## src/rtl/rhp_pkg.sv

```systemverilog
package rhp_pkg;
  localparam int REG_W   = 32;
  // state bit positions: read meaning and write command share a position
  localparam int B_CONN  = 0;
  localparam int B_ENA   = 1;
  localparam int B_SUSP  = 2;
  localparam int B_OVC   = 3;
  localparam int B_RST   = 4;
  localparam int B_PWR   = 8;
  localparam int B_LSPD  = 9;
  // change flag field
  localparam int CHG_LSB = 16;
  localparam int NUM_CHG = 5;
  localparam int F_CONN  = 0;
  localparam int F_ENA   = 1;
  localparam int F_SUSP  = 2;
  localparam int F_OVC   = 3;
  localparam int F_RST   = 4;

  typedef struct packed {
    logic conn;
    logic ena;
    logic susp;
    logic ovc;
    logic rst;
    logic pwr;
    logic lspd;
  } port_state_t;

  typedef struct packed {
    logic ena_clr;
    logic ena_set;
    logic susp_set;
    logic resume;
    logic rst_start;
    logic pwr_set;
    logic pwr_clr;
  } port_cmd_t;
endpackage

```

## src/rtl/rhp_sync.sv

```systemverilog
module rhp_sync #(
  parameter int W      = 3,
  parameter int STAGES = 2
) (
  input  logic         clk,
  input  logic         rst_n,
  input  logic [W-1:0] d,
  output logic [W-1:0] q
);
  logic [W-1:0] stg [STAGES];

  for (genvar i = 0; i < STAGES; i++) begin : g_stage
    if (i == 0) begin : g_first
      always_ff @(posedge clk or negedge rst_n) begin
        if (!rst_n) stg[0] <= '0;
        else        stg[0] <= d;
      end
    end else begin : g_next
      always_ff @(posedge clk or negedge rst_n) begin
        if (!rst_n) stg[i] <= '0;
        else        stg[i] <= stg[i-1];
      end
    end
  end

  assign q = stg[STAGES-1];
endmodule

```

## src/rtl/rhp_chg_flags.sv

```systemverilog
module rhp_chg_flags #(
  parameter int N = 5
) (
  input  logic         clk,
  input  logic         rst_n,
  input  logic [N-1:0] set,
  input  logic [N-1:0] clr,
  output logic [N-1:0] flags
);
  logic [N-1:0] flag_q;
  logic [N-1:0] flag_n;

  for (genvar i = 0; i < N; i++) begin : g_flag
    // a hardware set in the same cycle beats a software clear
    always_comb flag_n[i] = (flag_q[i] & ~clr[i]) | set[i];

    always_ff @(posedge clk or negedge rst_n) begin
      if (!rst_n) flag_q[i] <= 1'b0;
      else        flag_q[i] <= flag_n[i];
    end
  end

  assign flags = flag_q;
endmodule

```

## src/rtl/rhp_port_state.sv

```systemverilog
module rhp_port_state
  import rhp_pkg::*;
(
  input  logic               clk,
  input  logic               rst_n,
  input  logic               att_s,
  input  logic               ls_s,
  input  logic               oc_s,
  input  logic               reset_done,
  input  logic               gpower_on,
  input  logic               gpower_off,
  input  port_cmd_t          cmd,
  output port_state_t        st,
  output logic [NUM_CHG-1:0] chg_set
);
  port_state_t st_q;
  port_state_t st_n;
  logic detach, drop, done, resume_ok, blocked, pwr_n, rst_go;

  always_comb begin
    detach    = st_q.conn & ~att_s;
    done      = st_q.rst & reset_done;
    resume_ok = cmd.resume & st_q.susp;
    rst_go    = cmd.rst_start & st_q.conn;
    blocked   = ~st_q.conn & (cmd.ena_set | cmd.susp_set | cmd.rst_start);

    if (oc_s | cmd.pwr_clr | gpower_off)  pwr_n = 1'b0;
    else if (cmd.pwr_set | gpower_on)     pwr_n = 1'b1;
    else                                  pwr_n = st_q.pwr;

    drop = detach | ~pwr_n;

    st_n      = st_q;
    st_n.conn = att_s;
    st_n.lspd = att_s & ls_s;
    st_n.ovc  = oc_s;
    st_n.pwr  = pwr_n;

    if (drop) begin
      st_n.ena  = 1'b0;
      st_n.susp = 1'b0;
      st_n.rst  = 1'b0;
    end else begin
      if (done)        st_n.rst = 1'b0;
      else if (rst_go) st_n.rst = 1'b1;

      if (cmd.ena_clr)                                st_n.ena = 1'b0;
      else if (done | (cmd.ena_set & st_q.conn))      st_n.ena = 1'b1;

      if (rst_go | resume_ok)                         st_n.susp = 1'b0;
      else if (cmd.susp_set & st_q.conn)              st_n.susp = 1'b1;
    end

    chg_set         = '0;
    chg_set[F_CONN] = (att_s != st_q.conn) | blocked;
    chg_set[F_ENA]  = st_q.ena & drop;
    chg_set[F_SUSP] = resume_ok;
    chg_set[F_OVC]  = (oc_s != st_q.ovc);
    chg_set[F_RST]  = done;
  end

  always_ff @(posedge clk or negedge rst_n) begin
    if (!rst_n) st_q <= '0;
    else        st_q <= st_n;
  end

  assign st = st_q;
endmodule

```

## src/rtl/root_port_status.sv

```systemverilog
module root_port_status
  import rhp_pkg::*;
#(
  parameter int SYNC_STAGES = 2
) (
  input  logic             clk,
  input  logic             rst_n,
  input  logic             wr_en,
  input  logic [REG_W-1:0] wr_data,
  output logic [REG_W-1:0] rd_data,
  input  logic             dev_attach,
  input  logic             dev_lowspeed,
  input  logic             over_current,
  input  logic             reset_done,
  input  logic             gpower_on,
  input  logic             gpower_off,
  output logic             status_change
);
  localparam int SYNC_W = 3;

  logic [SYNC_W-1:0]  raw_in, syn_out;
  logic               att_s, ls_s, oc_s;
  port_cmd_t          cmd;
  port_state_t        st;
  logic [NUM_CHG-1:0] chg_set, chg_clr, flags;
  logic               unused_wr_bits;

  assign raw_in = {over_current, dev_lowspeed, dev_attach};

  rhp_sync #(.W(SYNC_W), .STAGES(SYNC_STAGES)) u_sync (
    .clk(clk), .rst_n(rst_n), .d(raw_in), .q(syn_out)
  );
  assign {oc_s, ls_s, att_s} = syn_out;

  always_comb begin
    cmd.ena_clr   = wr_en & wr_data[B_CONN];
    cmd.ena_set   = wr_en & wr_data[B_ENA];
    cmd.susp_set  = wr_en & wr_data[B_SUSP];
    cmd.resume    = wr_en & wr_data[B_OVC];
    cmd.rst_start = wr_en & wr_data[B_RST];
    cmd.pwr_set   = wr_en & wr_data[B_PWR];
    cmd.pwr_clr   = wr_en & wr_data[B_LSPD];
    chg_clr       = wr_en ? wr_data[CHG_LSB +: NUM_CHG] : '0;
  end

  assign unused_wr_bits = ^{wr_data[REG_W-1:CHG_LSB+NUM_CHG],
                            wr_data[CHG_LSB-1:B_LSPD+1],
                            wr_data[B_PWR-1:B_RST+1]};

  rhp_port_state u_state (
    .clk(clk), .rst_n(rst_n),
    .att_s(att_s), .ls_s(ls_s), .oc_s(oc_s),
    .reset_done(reset_done), .gpower_on(gpower_on), .gpower_off(gpower_off),
    .cmd(cmd), .st(st), .chg_set(chg_set)
  );

  rhp_chg_flags #(.N(NUM_CHG)) u_flags (
    .clk(clk), .rst_n(rst_n), .set(chg_set), .clr(chg_clr), .flags(flags)
  );

  always_comb begin
    rd_data                     = '0;
    rd_data[B_CONN]             = st.conn;
    rd_data[B_ENA]              = st.ena;
    rd_data[B_SUSP]             = st.susp;
    rd_data[B_OVC]              = st.ovc;
    rd_data[B_RST]              = st.rst;
    rd_data[B_PWR]              = st.pwr;
    rd_data[B_LSPD]             = st.lspd;
    rd_data[CHG_LSB +: NUM_CHG] = flags;
  end

  assign status_change = |flags;
endmodule

```

## config.mk

```make
export PLATFORM = sky130hd
export DESIGN_NAME = root_port_status
export DESIGN_NICKNAME = d
export VERILOG_FILES = /design/src/rtl/rhp_pkg.sv /design/src/rtl/rhp_sync.sv /design/src/rtl/rhp_chg_flags.sv /design/src/rtl/rhp_port_state.sv /design/src/rtl/root_port_status.sv
export SDC_FILE = /design/constraint.sdc
export NUM_CORES = 1
export LEC_CHECK = 0
export ABC_CLOCK_PERIOD_IN_PS = 1500
export BUFFER_PORTS_ARGS = -buffer_cell sky130_fd_sc_hd__buf_4
export CAP_MARGIN = 5
export CELL_PAD_IN_SITES_DETAIL_PLACEMENT = 0
export CELL_PAD_IN_SITES_GLOBAL_PLACEMENT = 1
export CORE_AREA = 5 5 69 71
export CTS_CLUSTER_DIAMETER = 50
export DETAILED_ROUTE_END_ITERATION = 10
export DIE_AREA = 0 0 74 76
export PLACE_DENSITY = 0.72
export SYNTH_ARGS = -nofsm -noshare
export SYNTH_HDL_FRONTEND = slang
export SYNTH_HIERARCHICAL = 1
export SYNTH_SLANG_ARGS = --single-unit
```

## constraint.sdc

```tcl
create_clock -name clk -period 1.5 [get_ports clk]
set_input_delay 0.075 -clock clk [delete_from_list [all_inputs] [get_ports clk]]
set_output_delay 0.075 -clock clk [all_outputs]
set_load 0.1 [all_outputs]
```

==> results by group, run 1 <==
Status
  • Outcome: complete, no violations

Layout
  • Layout Nets: 170
  • Most common cell after layout, fill and taps aside: buf_4
  • FILL cells: roughly 440
  • Share of cells above drive strength 1: 44.9%
  • Util after Layout: a little under a third
  • Antenna diodes: 0
  • Most frequent cells in the layout: 34 x buf_4, 20 x conb_1, 11 x dfrtp_1
  • Area growth, synth to finish: 33.2%

CTS
  • CTS H-Tree Depth: 1
  • Post_cts resized: 0
  • Clk sink count: 18
  • Worst-path clk slew: 0.07 ns
  • Post-CTS setup buffer count: 0
  • TritonCTS clock tree: yes
  • CTS max path bufs: 2
  • Clk_lat worst skew: about 0.25 ns
  • TritonCTS buffer count: 3
  • Hold_buf cts: 5
  • Root buffer cell: clkbuf_8

Place
  • RD Place Congestion: between 0.7 and 0.8
  • DP HPWL: approximately 1600 um
  • PortBufs: 33

STA
  • Setup violators final: 0
  • Final worst path period need: around 1.4 ns
  • Unrepaired setup endpoints after global routing: false
  • Hold WS: between 0.08 and 0.09 ns
  • Final slew viol count: 0
  • Clock Skews: 0.00325 ns
  • Period utilization: between 90% and 100%
  • FMAX: 0.731 GHz
  • Final Hold Violating Endpoints: 0

Setup path
  • Family with the most delay on the worst path: flip-flops
  • Startpoint types: flip-flop
  • Crit path buf inv count: 1
  • CP max stage delay: approximately 0.52 ns
  • Critical Path AT: 1.53 ns
  • CP Data Required Time: 1.66 ns
  • CP max FO: 7
  • Crit end category: flip-flop
  • Crit path kind: reg2reg
  • Max stage delay cell, worst path: dfrtp_4
  • CP Cell Sequence: ha_4 > nor4_2 > nand2b_1 > buf_4 > a211oi_2

Floorplan
  • FP Rows: 24
  • Die ar.: ~0.0056 mm^2
  • Die Span Y: around 76 um
  • Core area: around 0.0042 mm^2
  • # IOs: 74
  • Die Wd: around 74 um
  • Initial cell density of the core: between 20% and 30%

Route
  • Routed via count: 648
  • ANT nets after route: 0
  • Drt pass-1 iters: 3
  • Vias/cell: roughly 3.6
  • DR iter-0 viols: 13
  • WL/cell: 11.1 um
  • Drt drc: 0
  • Final WL: ~2000 um

Synth
  • Yosys reg bits: 18
  • Cell variety after synth: 22
  • Synth warn: 6
  • Seq/Total Area, Yosys: 47.4%
  • Cells after Synth: 91
  • Mapped cell area: ~950 um^2
  • Syn_area_per_cell: around 10 um^2

Power
  • Pleak: approximately 0.63 nW
  • Net Sw Frac: around two fifths
  • Maximum vdd drop: approximately 630 uV
  • Overall Power: between 0.001 and 0.0015 W
  • Comb pwr share: roughly a third
  • P_sw: ~0.00053 W
  • Pwr dens: between 1000 and 1500 mW/mm^2
  • Pint: between 0.0007 and 0.0008 W
  • Clock Power Share: around a quarter
  • Power share of the sequential group: roughly two fifths

GRT
  • Largest net degree at the start of global routing: 19
  • First-pass GRT wire length: around 3100 um
  • Number of global-route vias before repair: slightly above 700
  • Initial antenna violation count: 0
  • GRT Total Usage: 7.07%
  • GRT Residual Overflow: 0

Flow run
  • Max cap viols: 0

Worst hold path
  • Hold Crit Class: in2reg
-- worst paths after layout --
check                                             start                   endpoint  slack (ns)  depth (start not counted)
worst max-delay path            u_state/st[6]$_DFF_PN0_  u_state/st[4]$_DFFE_PN0P_        0.13                          5
worst min-delay path                         wr_data[0]  u_state/st[5]$_DFFE_PN0P_        0.08                          3
worst max register to register  u_state/st[6]$_DFF_PN0_  u_state/st[4]$_DFFE_PN0P_        0.13                          5
worst min register to register  u_sync/stg[5]$_DFF_PN0_      u_sync/q[2]$_DFF_PN0_        0.36                          0
max in group asynchronous                         rst_n    u_state/st[6]$_DFF_PN0_        1.06                          2
min in group asynchronous                         rst_n    u_state/st[3]$_DFF_PN0_        0.22                          2
-- power groups by stage --
| stage | combinational, W | sequential (W) | clock [W] |
|---|---|---|---|
| 2_1_floorplan | 0.000316 | 0.000625 | 0 |
| 3_3_place_gp | 0.000444 | 0.000533 | 0 |
| 3_5_place_dp | 0.000446 | 0.000535 | 0 |
| 4_1_cts | 0.000457 | 0.000526 | 0.000350 |
| 5_1_grt | 0.000473 | 0.000529 | 0.000378 |
| 6_report | 0.000455 | 0.000525 | 0.000338 |
-- per-layer routing --
layer,GRT usage (%),wire [um],vias up
li1,-,-,318
met1,6.62,683,302
met2,13.1,1050,28
met3,4.09,248,0
met4,1.09,0,0
met5,0,0,-
-- area by class of cell --
| class | instances | area (um^2) | share of cell area [%] |
|---|---|---|---|
| flip-flops and latches | 18 | 462 | 36.5 |
| repair buffers | 39 | 305 | 24.1 |
| multi-input cells | 59 | 362 | 28.6 |
| clock buffers | 4 | 45.0 | 3.56 |
| inverters | 7 | 26.3 | 2.08 |
| well taps | 52 | 65.1 | 5.14 |
-- registers in the layout, summed over array words and instances (netlist names) --
name           flops
u_flags/flags      5
u_state/st         7
u_sync/q           3
u_sync/stg         3
-- per-stage QoR --
step | cell area (um^2) | cells | TNS [ns] | setup WS [ns]
detailed placement | 1170 | 170 | 0 | 0.149
global route | 1260 | 179 | 0 | 0.0464
floorplan | 1050 | 110 | -0.00587 | -0.00587
CTS | 1260 | 179 | 0 | 0.136
finish | 1260 | 179 | 0 | 0.131
global placement | 1170 | 170 | 0 | 0.197
-- worst min-delay path: stages --
cell,delay (ns)
buf_4,0.07
and2_1,0.11
nor3_1,0.04
-- logic make-up (layout without fill, tap and decap cells) --
group | count (synthesis) | after routing | synth area share [%]
xor+xnor | 1 | 1 | 0.922
flops | 18 | 18 | 47.4
compound gates | 10 | 10 | 7.77
other cells | 1 | 20 | 0.395
fa+ha+maj | 1 | 1 | 1.32
simple gates | 27 | 27 | 18.4
buf+inv | 33 | 50 | 23.7
-- synthesized netlist by cell type --
cell type | instances | area share, %
and2_2 | 9 | 7.1
nor2b_1 | 1 | 0.66
nand2_1 | 1 | 0.39
nor4_1 | 1 | 0.66
nor3_1 | 5 | 2.6
nand2b_1 | 1 | 0.66
buf_4 | 25 | 20
nor2_1 | 1 | 0.39
a31oi_1 | 1 | 0.66
a21o_1 | 5 | 4.0
a211oi_1 | 1 | 0.79
buf_6 | 1 | 1.2
a211oi_2 | 1 | 1.3
a21oi_1 | 1 | 0.53
conb_1 | 1 | 0.39
and2_1 | 7 | 4.6
nor4_2 | 1 | 1.3
xor2_1 | 1 | 0.92
o21ai_0 | 1 | 0.53
dfrtp_1 | 18 | 47
ha_1 | 1 | 1.3
inv_1 | 7 | 2.8
No activity file was read; power rests on OpenSTA's default activity.
==> run 2, diff against run 1 <==
--- a/config.mk
+++ b/config.mk
@@ -10,11 +10,13 @@
 export CAP_MARGIN = 5
 export CELL_PAD_IN_SITES_DETAIL_PLACEMENT = 0
 export CELL_PAD_IN_SITES_GLOBAL_PLACEMENT = 1
-export CORE_AREA = 5 5 69 71
+export CORE_AREA = 5 5 68 70
+export CTS_BUF_LIST = sky130_fd_sc_hd__clkbuf_4
 export CTS_CLUSTER_DIAMETER = 50
 export DETAILED_ROUTE_END_ITERATION = 10
-export DIE_AREA = 0 0 74 76
-export PLACE_DENSITY = 0.72
+export DIE_AREA = 0 0 73 75
+export GPL_ROUTABILITY_DRIVEN = 1
+export PLACE_DENSITY = 0.74
 export SYNTH_ARGS = -nofsm -noshare
 export SYNTH_HDL_FRONTEND = slang
 export SYNTH_HIERARCHICAL = 1
==> constraint.sdc (replaced) <==
create_clock -name clk -period 1.5 [get_ports clk]
set_input_delay 0.3 -clock clk [delete_from_list [all_inputs] [get_ports clk]]
set_output_delay 0.3 -clock clk [all_outputs]
set_load 0.1 [all_outputs]
==> run 2 against run 1 <==
Effect of this change:
- routed wire length rose by 8.2%
- non-clock buffer count fell by 1
- critical path type is now reg2out
- sequential cell count did not move
- hold slack improved by 0.018 ns
==> results by group, run 2 (synthesis gave the netlist of run 1 again) <==
Status
  • Outcome: complete, no violations

Layout
  • Share of cells above drive strength 1: between 40% and 50%
  • Layout Nets: about 170
  • Multi-input logic area: between 300 and 400 um^2
  • Most common cell after layout, fill and taps aside: buf_4
  • FILL cells: approximately 440
  • Most frequent cells in the layout: 36 x buf_4, 20 x conb_1, 11 x dfrtp_1
  • Finished Layout Cells: about 180
  • Area growth, synth to finish: 32.5%
  • Max reg flops: 7
  • Antenna diodes: 0
  • Reg area: between 400 and 500 um^2

Power
  • Maximum vdd drop: just under 400 uV
  • Pint: 0.000719 W
  • Comb pwr share: 36.5%
  • Power share of the sequential group: between 40% and 50%
  • Net Sw Frac: between 40% and 50%
  • Pleak: 0.630 nW
  • Pwr dens: about 1000 mW/mm^2
  • P_sw: ~0.00054 W
  • Clock Power Share: 21.7%

GRT
  • Number of global-route vias before repair: about 700
  • GRT Residual Overflow: 0
  • Initial antenna violation count: 0
  • Largest net degree at the start of global routing: 19
  • First-pass GRT wire length: about 3100 um
  • GRT Total Usage: 7.48%

Floorplan
  • # IOs: 74
  • FP Rows: 23
  • Die Span Y: 75 um
  • Die ar.: about 0.0055 mm^2
  • Initial cell density of the core: 24.3%
  • Core area: just under 0.004 mm^2
  • Die Wd: roughly 73 um

CTS
  • Clk sink count: 18
  • Root buffer cell: clkbuf_4
  • CTS H-Tree Depth: 1
  • TritonCTS clock tree: yes
  • CTS max path bufs: 2
  • TritonCTS buffer count: 3
  • Clk_lat worst skew: slightly below 0.3 ns
  • Worst-path clk slew: about 0.11 ns

Place
  • Worst slack, placed: around 0.12 ns
  • PortBufs: 33
  • Post-placement cell count: 169
  • RD Place Congestion: 0.789
  • DP HPWL: 1750 um

Setup path
  • Critical Path AT: 1.17 ns
  • Crit end category: output port
  • CP Data Required Time: around 1.2 ns
  • CP max FO: 2
  • Startpoint types: flip-flop
  • Crit path kind: reg2out

STA
  • Setup violators final: 0
  • Unrepaired setup endpoints after global routing: true
  • Final worst slack: around 0.025 ns
  • Clock Skews: 0.00400 ns
  • Final Hold Violating Endpoints: 0
  • Final worst path period need: 1.47 ns
  • Period utilization: a little over nine tenths
  • FMAX: ~0.68 GHz
  • Final slew viol count: 0

Route
  • Drt drc: 0
  • DR iter-0 viols: 11
  • WL/cell: approximately 12 um
  • Vias/cell: around 3.8
  • Routed via count: 665
  • ANT nets after route: 0
  • Drt pass-1 iters: 3
  • Final WL: 2140 um

Flow run
  • Max cap viols: 0

Worst hold path
  • Hold Crit Class: in2reg
run 2: worst paths after layout:
kind / start / end / slack (ns) / cells past startpoint
hold reg to reg: u_sync/stg[4]$_DFF_PN0_ / u_sync/q[1]$_DFF_PN0_ / 0.36 / 0
min in group asynchronous: rst_n / u_sync/stg[5]$_DFF_PN0_ / 0.39 / 2
max in group asynchronous: rst_n / u_state/st[6]$_DFF_PN0_ / 0.89 / 2
setup / recovery: u_flags/flags[1]$_DFF_PN0_ / status_change / 0.03 / 3
setup reg to reg: u_state/st[6]$_DFF_PN0_ / u_state/st[4]$_DFFE_PN0P_ / 0.11 / 5
hold / removal: over_current / u_sync/stg[5]$_DFF_PN0_ / 0.10 / 1
run 2: through the flow:
stage / hold slack [ns] / setup TNS [ns] / total power [W] / instance area (um^2) / util (%)
floorplan: 0.00441 / -0.00587 / 0.000943 / 1060 / -
global placement: 0.176 / 0 / 0.000980 / 1180 / 30.3
detailed placement: 0.188 / 0 / 0.000985 / 1180 / 30.3
CTS: 0.0898 / -0.00163 / 0.00128 / 1260 / 32.2
global route: 0.0784 / -0.0223 / 0.00131 / 1260 / 32.2
finish: 0.103 / 0 / 0.00126 / 1260 / 32.2
run 2: power by group through the flow:
stage / clock network (W) / registers (W) / logic [W]
after global placement: 0 / 0.000534 / 0.000446
after floorplan: 0 / 0.000626 / 0.000318
after CTS: 0.000287 / 0.000527 / 0.000462
final: 0.000274 / 0.000527 / 0.000460
after global routing: 0.000309 / 0.000530 / 0.000476
after detailed placement: 0 / 0.000536 / 0.000449
run 2: metal layers:
layer	track usage, %	wire (um)
met1	6.99	711
met2	14.3	1200
met3	2.67	231
met4	3.69	0
met5	0	0
run 2: area by class of cell:
cell class                      instances  area share, %
Multi-Input combinational cell         59           30.0
Tap cell                               50           4.97
Inverter                                7           2.09
Timing Repair Buffer                   38           23.9
Clock buffer                            4           2.39
Sequential cell                        18           36.7
run 2: critical path, stage by stage (launching register included):
cell and delay (ns):
dfrtp_2 0.44, nor3_4 0.21, nand2_4 0.07, buf_12 0.16
run 2: repair_timing:
item	CTS	global route
gates resized for setup	4	0
gates cloned	0	0
endpoints found under the hold margin	18	0
buffers inserted	2	0
hold buffers	1	0
setup endpoints to repair	1	1
pin swaps	2	1
